## src/rtl/rint_pkg.sv

```systemverilog
package rint_pkg;
  localparam int REM_BIT = 5;
  localparam int GIE_BIT = 0;

  typedef enum logic [1:0] {
    SEL_NONE = 2'd0,
    SEL_ICR  = 2'd1,
    SEL_ISR  = 2'd2
  } reg_sel_e;
endpackage

```

## src/rtl/rint_sync.sv

```systemverilog
module rint_sync #(
  parameter int   STAGES  = 2,
  parameter logic RST_VAL = 1'b1
) (
  input  logic clk_i,
  input  logic rst_ni,
  input  logic d_i,
  output logic q_o
);
  logic [STAGES-1:0] ff_q;

  for (genvar i = 0; i < STAGES; i++) begin : g_st
    if (i == 0) begin : g_first
      always_ff @(posedge clk_i or negedge rst_ni) begin
        if (!rst_ni) ff_q[i] <= RST_VAL;
        else         ff_q[i] <= d_i;
      end
    end else begin : g_next
      always_ff @(posedge clk_i or negedge rst_ni) begin
        if (!rst_ni) ff_q[i] <= RST_VAL;
        else         ff_q[i] <= ff_q[i-1];
      end
    end
  end

  assign q_o = ff_q[STAGES-1];
endmodule

```

## src/rtl/rint_pend.sv

```systemverilog
module rint_pend (
  input  logic clk_i,
  input  logic rst_ni,
  input  logic lock_i,
  input  logic lvl_i,
  input  logic clr_i,
  output logic fall_o,
  output logic pend_o
);
  logic prev_q;
  logic pend_q;

  always_ff @(posedge clk_i or negedge rst_ni) begin
    if (!rst_ni) prev_q <= 1'b1;
    else         prev_q <= lvl_i;
  end

  assign fall_o = lock_i & prev_q & ~lvl_i;

  // set wins over clear so a coincident edge is kept
  always_ff @(posedge clk_i or negedge rst_ni) begin
    if (!rst_ni)     pend_q <= 1'b0;
    else if (fall_o) pend_q <= 1'b1;
    else if (clr_i)  pend_q <= 1'b0;
  end

  assign pend_o = pend_q;

  AST_PEND_SET: assert property (@(posedge clk_i) disable iff (!rst_ni)
    fall_o |=> pend_o);
  AST_PEND_CLR: assert property (@(posedge clk_i) disable iff (!rst_ni)
    (clr_i && !fall_o) |=> !pend_o);
  AST_NO_SPURIOUS: assert property (@(posedge clk_i) disable iff (!rst_ni)
    $rose(pend_o) |-> $past(fall_o));
  AST_KEEP_ON_CLASH: assert property (@(posedge clk_i) disable iff (!rst_ni)
    (clr_i && fall_o) |=> pend_o);
endmodule

```

## src/rtl/rint_regs.sv

```systemverilog
module rint_regs
  import rint_pkg::*;
#(
  parameter int              ADDR_W   = 8,
  parameter int              DATA_W   = 8,
  parameter logic [ADDR_W-1:0] ICR_ADDR = 8'hC6,
  parameter logic [ADDR_W-1:0] ISR_ADDR = 8'hC7
) (
  input  logic              clk_i,
  input  logic              rst_ni,
  input  logic [ADDR_W-1:0] addr_i,
  input  logic              wr_en_i,
  input  logic              rd_en_i,
  input  logic [DATA_W-1:0] wdata_i,
  input  logic              pend_i,
  output logic              icr_rem_o,
  output logic              icr_gie_o,
  output logic              isr_rd_o,
  output logic [DATA_W-1:0] rdata_o
);
  reg_sel_e          sel;
  logic              icr_rem_q, icr_gie_q;
  logic [DATA_W-1:0] rd_mux;
  logic [DATA_W-1:0] rdata_q;

  always_comb begin
    if (addr_i == ICR_ADDR)      sel = SEL_ICR;
    else if (addr_i == ISR_ADDR) sel = SEL_ISR;
    else                         sel = SEL_NONE;
  end

  always_ff @(posedge clk_i or negedge rst_ni) begin
    if (!rst_ni) begin
      icr_rem_q <= 1'b0;
      icr_gie_q <= 1'b0;
    end else if (wr_en_i && sel == SEL_ICR) begin
      icr_rem_q <= wdata_i[REM_BIT];
      icr_gie_q <= wdata_i[GIE_BIT];
    end
  end

  always_comb begin
    rd_mux = '0;
    case (sel)
      SEL_ICR: begin
        rd_mux[REM_BIT] = icr_rem_q;
        rd_mux[GIE_BIT] = icr_gie_q;
      end
      SEL_ISR: rd_mux[REM_BIT] = pend_i;
      default: rd_mux = '0;
    endcase
  end

  always_ff @(posedge clk_i or negedge rst_ni) begin
    if (!rst_ni)      rdata_q <= '0;
    else if (rd_en_i) rdata_q <= rd_mux;
  end

  assign isr_rd_o  = rd_en_i && (sel == SEL_ISR);
  assign icr_rem_o = icr_rem_q;
  assign icr_gie_o = icr_gie_q;
  assign rdata_o   = rdata_q;

  AST_RD_UNMAPPED: assert property (@(posedge clk_i) disable iff (!rst_ni)
    (rd_en_i && sel == SEL_NONE) |=> (rdata_o == '0));
  AST_RD_HOLD: assert property (@(posedge clk_i) disable iff (!rst_ni)
    !rd_en_i |=> $stable(rdata_o));
endmodule

```

## src/rtl/rint_fwd_ctrl.sv

```systemverilog
module rint_fwd_ctrl #(
  parameter int              ADDR_W      = 8,
  parameter int              DATA_W      = 8,
  parameter int              SYNC_STAGES = 2,
  parameter logic [ADDR_W-1:0] ICR_ADDR  = 8'hC6,
  parameter logic [ADDR_W-1:0] ISR_ADDR  = 8'hC7
) (
  input  logic              clk_i,
  input  logic              rst_ni,
  input  logic              lock_i,
  input  logic              rem_int_i,
  input  logic [ADDR_W-1:0] addr_i,
  input  logic              wr_en_i,
  input  logic              rd_en_i,
  input  logic [DATA_W-1:0] wdata_i,
  output logic [DATA_W-1:0] rdata_o,
  output logic              mirror_o,
  output logic              int_no
);
  logic rem_sync;
  logic fall, pend, clr;
  logic icr_rem, icr_gie;

  rint_sync #(.STAGES(SYNC_STAGES), .RST_VAL(1'b1)) u_sync (
    .clk_i (clk_i),
    .rst_ni(rst_ni),
    .d_i   (rem_int_i),
    .q_o   (rem_sync)
  );

  rint_pend u_pend (
    .clk_i (clk_i),
    .rst_ni(rst_ni),
    .lock_i(lock_i),
    .lvl_i (rem_sync),
    .clr_i (clr),
    .fall_o(fall),
    .pend_o(pend)
  );

  rint_regs #(
    .ADDR_W  (ADDR_W),
    .DATA_W  (DATA_W),
    .ICR_ADDR(ICR_ADDR),
    .ISR_ADDR(ISR_ADDR)
  ) u_regs (
    .clk_i    (clk_i),
    .rst_ni   (rst_ni),
    .addr_i   (addr_i),
    .wr_en_i  (wr_en_i),
    .rd_en_i  (rd_en_i),
    .wdata_i  (wdata_i),
    .pend_i   (pend),
    .icr_rem_o(icr_rem),
    .icr_gie_o(icr_gie),
    .isr_rd_o (clr),
    .rdata_o  (rdata_o)
  );

  assign mirror_o = lock_i & rem_sync;
  assign int_no   = ~(pend & icr_rem & icr_gie);

  AST_INT_RELEASE: assert property (@(posedge clk_i) disable iff (!rst_ni)
    (clr && !fall) |=> int_no);
  AST_INT_NEEDS_ROUTE: assert property (@(posedge clk_i) disable iff (!rst_ni)
    !int_no |-> (icr_rem && icr_gie));
endmodule

```

## config.mk

```make
export PLATFORM = sky130hd
export DESIGN_NAME = rint_fwd_ctrl
export DESIGN_NICKNAME = d
export VERILOG_FILES = /design/src/rtl/rint_pkg.sv /design/src/rtl/rint_sync.sv /design/src/rtl/rint_pend.sv /design/src/rtl/rint_regs.sv /design/src/rtl/rint_fwd_ctrl.sv
export SDC_FILE = /design/constraint.sdc
export NUM_CORES = 1
export LEC_CHECK = 0
export CAP_MARGIN = 20
export CORE_MARGIN = 2
export CORE_UTILIZATION = 25
export CTS_CLUSTER_SIZE = 28
export DETAILED_ROUTE_END_ITERATION = 7
export SYNTH_ARGS = -nofsm -noshare
export SYNTH_HDL_FRONTEND = slang
export SYNTH_SLANG_ARGS = --single-unit
export TNS_END_PERCENT = 10
```

## constraint.sdc

```tcl
create_clock -name clk_i -period 1.75 [get_ports clk_i]
set_input_delay 0.4375 -clock clk_i [delete_from_list [all_inputs] [get_ports clk_i]]
set_output_delay 0.4375 -clock clk_i [all_outputs]
set_load 0.02 [all_outputs]
```

==> results_dict.tcl, run 1 <==
set metrics [dict create \
    syn_area_per_cell_um2 11.4 \
    core_area_um2 1510 \
    max_stage_delay_ns 0.47 \
    die_w_um 44.0 \
    yosys.area_share.adder_pct 0 \
    yosys_warnings 0 \
    start_util_pct 26.5 \
    antenna_found_initial 0 \
    via_count 321 \
    synth_top_family_by_area "simple AND/OR/NAND/NOR gates" \
    setup_viol 0 \
    cts_buffers 3 \
    cts_tree "built" \
    hold_path_class "register to register" \
    gp_congestion 0.644 \
    crit_family "buffers and inverters" \
    p_per_area_nw_per_um2 652 \
    crit_path_start_kind "input pin" \
    grt_pass1_wl_mm 1.14 \
    grt_pass1_vias 302 \
    cp_num_buf_inv 2 \
    period_share_pct 98.2 \
    die_area_um2 1930 \
    synth_mux_area_share_pct 8.46 \
    row_count 14 \
    htree_levels 1 \
    worst-endpoint-required_ns 1.31 \
    seq_area_frac_synth_pct 51.1 \
    layout_commonest_cell "clkdlybuf4s50_1" \
    path_clk_slew_ns 0.05 \
    overflow 0 \
    cts_root_buf "clkbuf_4" \
    drv_cap 0 \
    slowest_stage "clkdlybuf4s50_1" \
    dp_slack_ns -0.407 \
    period_needed_ns 1.72 \
    fin_ws_ns 0.0316 \
    drive_above_1_share_pct 26.7 \
    dp_hpwl_um 604 \
    hold_buffers 0 \
    whs_ns 0.354 \
    clockBufferDepth 2 \
    grt_start_max_net_pins 9 \
    pin_count 32 \
    path_max_fanout 2 \
    nNetsFinal 83 \
    dpl.cell_count 72 \
    fin_area_um2 636 \
    rsz0062_at_grt "false" \
    drt_iter0_drc 2 \
    endpoint_kind "output port" \
    cts_setup_buffers 0 \
    synth-xor-area-share_pct 0 \
    drt-pass1-iter-count 2 \
    synthToLayoutAreaGrowth_pct 59.2 \
    slew_viol_final 0 \
    synth_simple_gate_area_share_pct 19.1 \
    clk_latency_ns 0.25 \
    n_antenna_cell 0 \
    remaining_drc_errors 0 \
    nFillCells 162 \
    power.total_mw 0.415 \
    fin_setup_tns_ns 0 \
    fin_cells 76 \
    outcome "finished, final reports clean" \
    peakVddDrop_mv 0.442 \
    wl_per_cell_um 9.25 \
    final_hold_viol_count 0 \
    cp_cell_sequence "clkdlybuf4s50_1, and2_1, clkdlybuf4s15_2" \
    p_leak_nw 0.266 \
    fin_util_pct 42.2 \
    ant_nets 0 \
    dpl_cell_area_um2 606 \
    arrival_ns 1.28 \
    skew_ns 0.00917 \
    yosys_register_bits 8 \
    routed_wl_um 703 \
    max_freq_ghz 0.582 \
    mostFrequentLayoutCells "clkdlybuf4s50_1 (13), conb_1 (6), dfrtp_1 (5)" \
    yosysUniqueCellTypes 16 \
    numPortBuffers 19 \
    clock_sinks 8 \
    syn_inst 35 \
    synth_compound_area_share_pct 6.27 \
    critical_path_class "input pin to output port" \
    synth.cell_area_um2 399 \
    die_h_um 44.0 \
    routed_via_density 4.22 \
    track_usage_pct 8.38 \
]
-- power breakdown --
part           internal [mW]  switching, mW  leakage, nW
logic                 0.0399         0.0299        0.156
clock network         0.0870         0.0603       0.0150
registers              0.194        0.00340       0.0959
-- cell usage after synthesis --
cell type	count	area [µm²]
and2_1	1	6.26
o31ai_1	1	7.51
or4b_4	1	13.8
o21ai_0	1	5.00
nand2_1	3	11.3
nand3b_1	1	7.51
nand3_1	2	10.0
dfrtp_1	5	125
dfstp_2	3	78.8
nor4_4	1	21.3
conb_1	1	3.75
inv_1	3	11.3
buf_4	6	45.0
or2_2	1	6.26
mux2_2	3	33.8
o22ai_1	2	12.5
-- sequential cells by signal, indices dropped and copies added, names as in the netlist --
name,cells
u_regs.icr_rem_o,1
u_pend.prev_q,1
u_regs.rdata_o,2
u_pend.pend_o,1
u_sync.ff_q,1
u_regs.icr_gie_o,1
u_sync.q_o,1
-- area by class of cell --
cell class / count / area [µm²] / share of cell area, %
well taps: 16 / 20.0 / 3.15
repair buffers: 22 / 209 / 32.9
clock buffers: 4 / 26.3 / 4.13
flip-flops and latches: 8 / 204 / 32.1
multi-input cells: 23 / 165 / 26.0
inverters: 3 / 11.3 / 1.77
-- repair_timing --
item                       in CTS  in global routing
setup endpoints to repair       7                  2
gates resized for setup        11                  0
pin swaps                       2                  1
-- worst register-to-register path, cell delays in order (launching register included) --
cell     delay, ns
dfrtp_1       0.40
mux2_2        0.27
nand2_1       0.06
o22ai_1       0.06
-- final timing paths --
path                                      from                end  slack (ns)  cells after the start
min in group asynchronous               rst_ni  u_regs.rdata_o[0]        0.45                      1
max in group asynchronous               rst_ni     u_sync.ff_q[0]        0.99                      1
worst max register to register   u_pend.pend_o  u_regs.rdata_o[5]        0.84                      3
worst max-delay path                    lock_i           mirror_o        0.03                      3
worst min register to register  u_sync.ff_q[0]         u_sync.q_o        0.35                      0
worst min-delay path            u_sync.ff_q[0]         u_sync.q_o        0.35                      0
-- cell families after synthesis --
group,Yosys count
flip-flops,8
other,1
multiplexers,3
buffers and inverters,9
AND/OR/NAND/NOR,10
AO/OA/AOI/OAI,4
-- per-layer routing --
metal	wire [µm]	share of wire (%)	GRT usage, %	up-vias
met5	0	0	0	-
met4	0	0	1.82	0
met3	63	9.0	6.25	0
met2	367	52	13.2	15
met1	272	39	9.00	149
li1	-	-	-	157
Note: power is estimated with default switching activity, not from simulation.
==> inputs of run 2 (changes only) <==
Settings changed: TNS_END_PERCENT 10 to 30.
==> results of run 2 <==
No change in the layout: final DEF, timing and power equal those of run 1.
==> inputs of run 3 (changes only) <==
Settings changed: CORE_MARGIN 2 to 4, GPL_TIMING_DRIVEN set to 0.
==> results_dict.tcl, run 3 (same netlist as run 1, synthesis figures left out) <==
set metrics [dict create \
    outcome "finished, final reports clean" \
    p_comb_share_pct 18.0 \
    antenna_found_initial 0 \
    critical_path_class "input pin to register" \
    numPortBuffers 19 \
    drive_above_1_share_pct 31.3 \
    hold_buffers 0 \
    routed_via_density 4.05 \
    dpl.cell_count 75 \
    cp_num_buf_inv 1 \
    nFillCells 162 \
    cts_tree "built" \
    seqPwrFrac_pct 46.5 \
    multi_input_area_um2 165 \
    grt_pass1_wl_mm 1.12 \
    ant_nets 0 \
    remaining_drc_errors 0 \
    p_sw_mw 0.0985 \
    p_int_mw 0.327 \
    cts_buffers 3 \
    setup_viol 0 \
    fin_ws_ns 0.0515 \
    die_h_um 48.0 \
    rsz0062_at_grt "false" \
    synthToLayoutAreaGrowth_pct 65.2 \
    crit_path_start_kind "input pin" \
    drv_cap 0 \
    seqCellArea_um2 204 \
    sw_frac_of_total_pct 23.2 \
    max_freq_ghz 0.589 \
    p_leak_nw 0.290 \
    pin_count 32 \
    gp_congestion 0.635 \
    nNetsFinal 87 \
    die_area_um2 2300 \
    via_count 324 \
    n_antenna_cell 0 \
    path_clk_slew_ns 0.06 \
    clock_sinks 8 \
    wl_per_cell_um 10.3 \
    clk_latency_ns 0.26 \
    htree_levels 1 \
    final_hold_viol_count 0 \
    grt_start_max_net_pins 9 \
    max_stage_delay_ns 0.53 \
    routed_wl_um 826 \
    cp_cell_sequence "dlygate4sd2_1, or4b_4, nor4_4, mux2_4" \
    fin_cells 80 \
    slowest_stage "or4b_4" \
    slew_viol_final 0 \
    hold_path_class "register to register" \
    arrival_ns 1.83 \
    endpoint_kind "register" \
    p_clk_share_pct 35.5 \
    largest_reg_flops 2 \
    grt_pass1_vias 288 \
    start_util_pct 26.5 \
    mostFrequentLayoutCells "clkdlybuf4s50_1 (13), buf_4 (7), conb_1 (6)" \
    die_w_um 48.0 \
    overflow 0 \
    power.total_mw 0.426 \
    p_per_area_nw_per_um2 645 \
    period_needed_ns 1.70 \
    cts_root_buf "clkbuf_4" \
    crit_family "simple AND/OR/NAND/NOR gates" \
    skew_ns 0.0147 \
    track_usage_pct 7.67 \
    core_area_um2 1510 \
    peakVddDrop_mv 0.397 \
    drt-pass1-iter-count 2 \
    row_count 14 \
    drt_iter0_drc 3 \
    path_max_fanout 2 \
    worst-endpoint-required_ns 1.88 \
    dp_slack_ns -0.416 \
    clockBufferDepth 2 \
    layout_commonest_cell "clkdlybuf4s50_1" \
    period_share_pct 97.1 \
]
run 3: changes by cell type in the layout (fill, tap and decap cells not counted):
| cell | previous run | this run |
|---|---|---|
| clkbuf_2 | 0 | 1 |
| clkdlybuf4s15_2 | 1 | 0 |
| buf_4 | 3 | 7 |
run 3: repair_timing:
item / 4_1_cts / 5_1_grt
resized for setup: 10 / 1
setup buffers: 1 / 0
pin swaps: 2 / 1
endpoints found under the setup margin: 4 / 3
run 3: worst paths after layout:
kind	startpoint	end	slack, ns	cells after the start
max reg2reg	u_pend.pend_o	u_regs.rdata_o[5]	0.84	3
min reg2reg	u_sync.q_o	u_pend.prev_q	0.35	0
min in group asynchronous	rst_ni	u_regs.rdata_o[0]	0.45	1
max	addr_i[5]	u_regs.icr_gie_o	0.05	4
min	u_sync.q_o	u_pend.prev_q	0.35	0
max in group asynchronous	rst_ni	u_sync.q_o	0.99	1
run 3: power by group through the flow:
stage               Clock (mW)  Combinational [mW]  Sequential [mW]
CTS                      0.160              0.0776            0.198
finish                   0.151              0.0767            0.198
detailed placement           0              0.0787            0.201
global placement             0              0.0782            0.200
floorplan                    0              0.0354            0.200
global route             0.171              0.0826            0.199
run 3: layout make-up:
cell class,count,area share (%)
buffer,6,6.83
clock buffer,4,3.98
inverter,3,1.71
multi-input combinational,23,25.0
sequential,8,30.9
tap,16,3.04
timing repair buffer,20,28.5
run 3: metrics by stage:
step | TNS, ns | hold slack (ns) | utilization [%] | area (µm²)
final | 0 | 0.351 | 43.8 | 659
after CTS | -0.00998 | 0.357 | 44.1 | 664
after global placement | -1.65 | 0.346 | 41.7 | 628
after detailed placement | -1.69 | 0.352 | 41.7 | 628
after global routing | 0 | 0.364 | 43.8 | 659
after floorplan | 0 | 0.142 | - | 418
run 3: routing by layer:
| metal | share of wire, % | GRT usage [%] | up-vias |
|---|---|---|---|
| li1 | - | - | 167 |
| met1 | 36 | 7.85 | 144 |
| met2 | 53 | 10.8 | 11 |
| met3 | 9.9 | 6.02 | 2 |
| met4 | 0.97 | 4.84 | 0 |
| met5 | 0 | 0 | - |
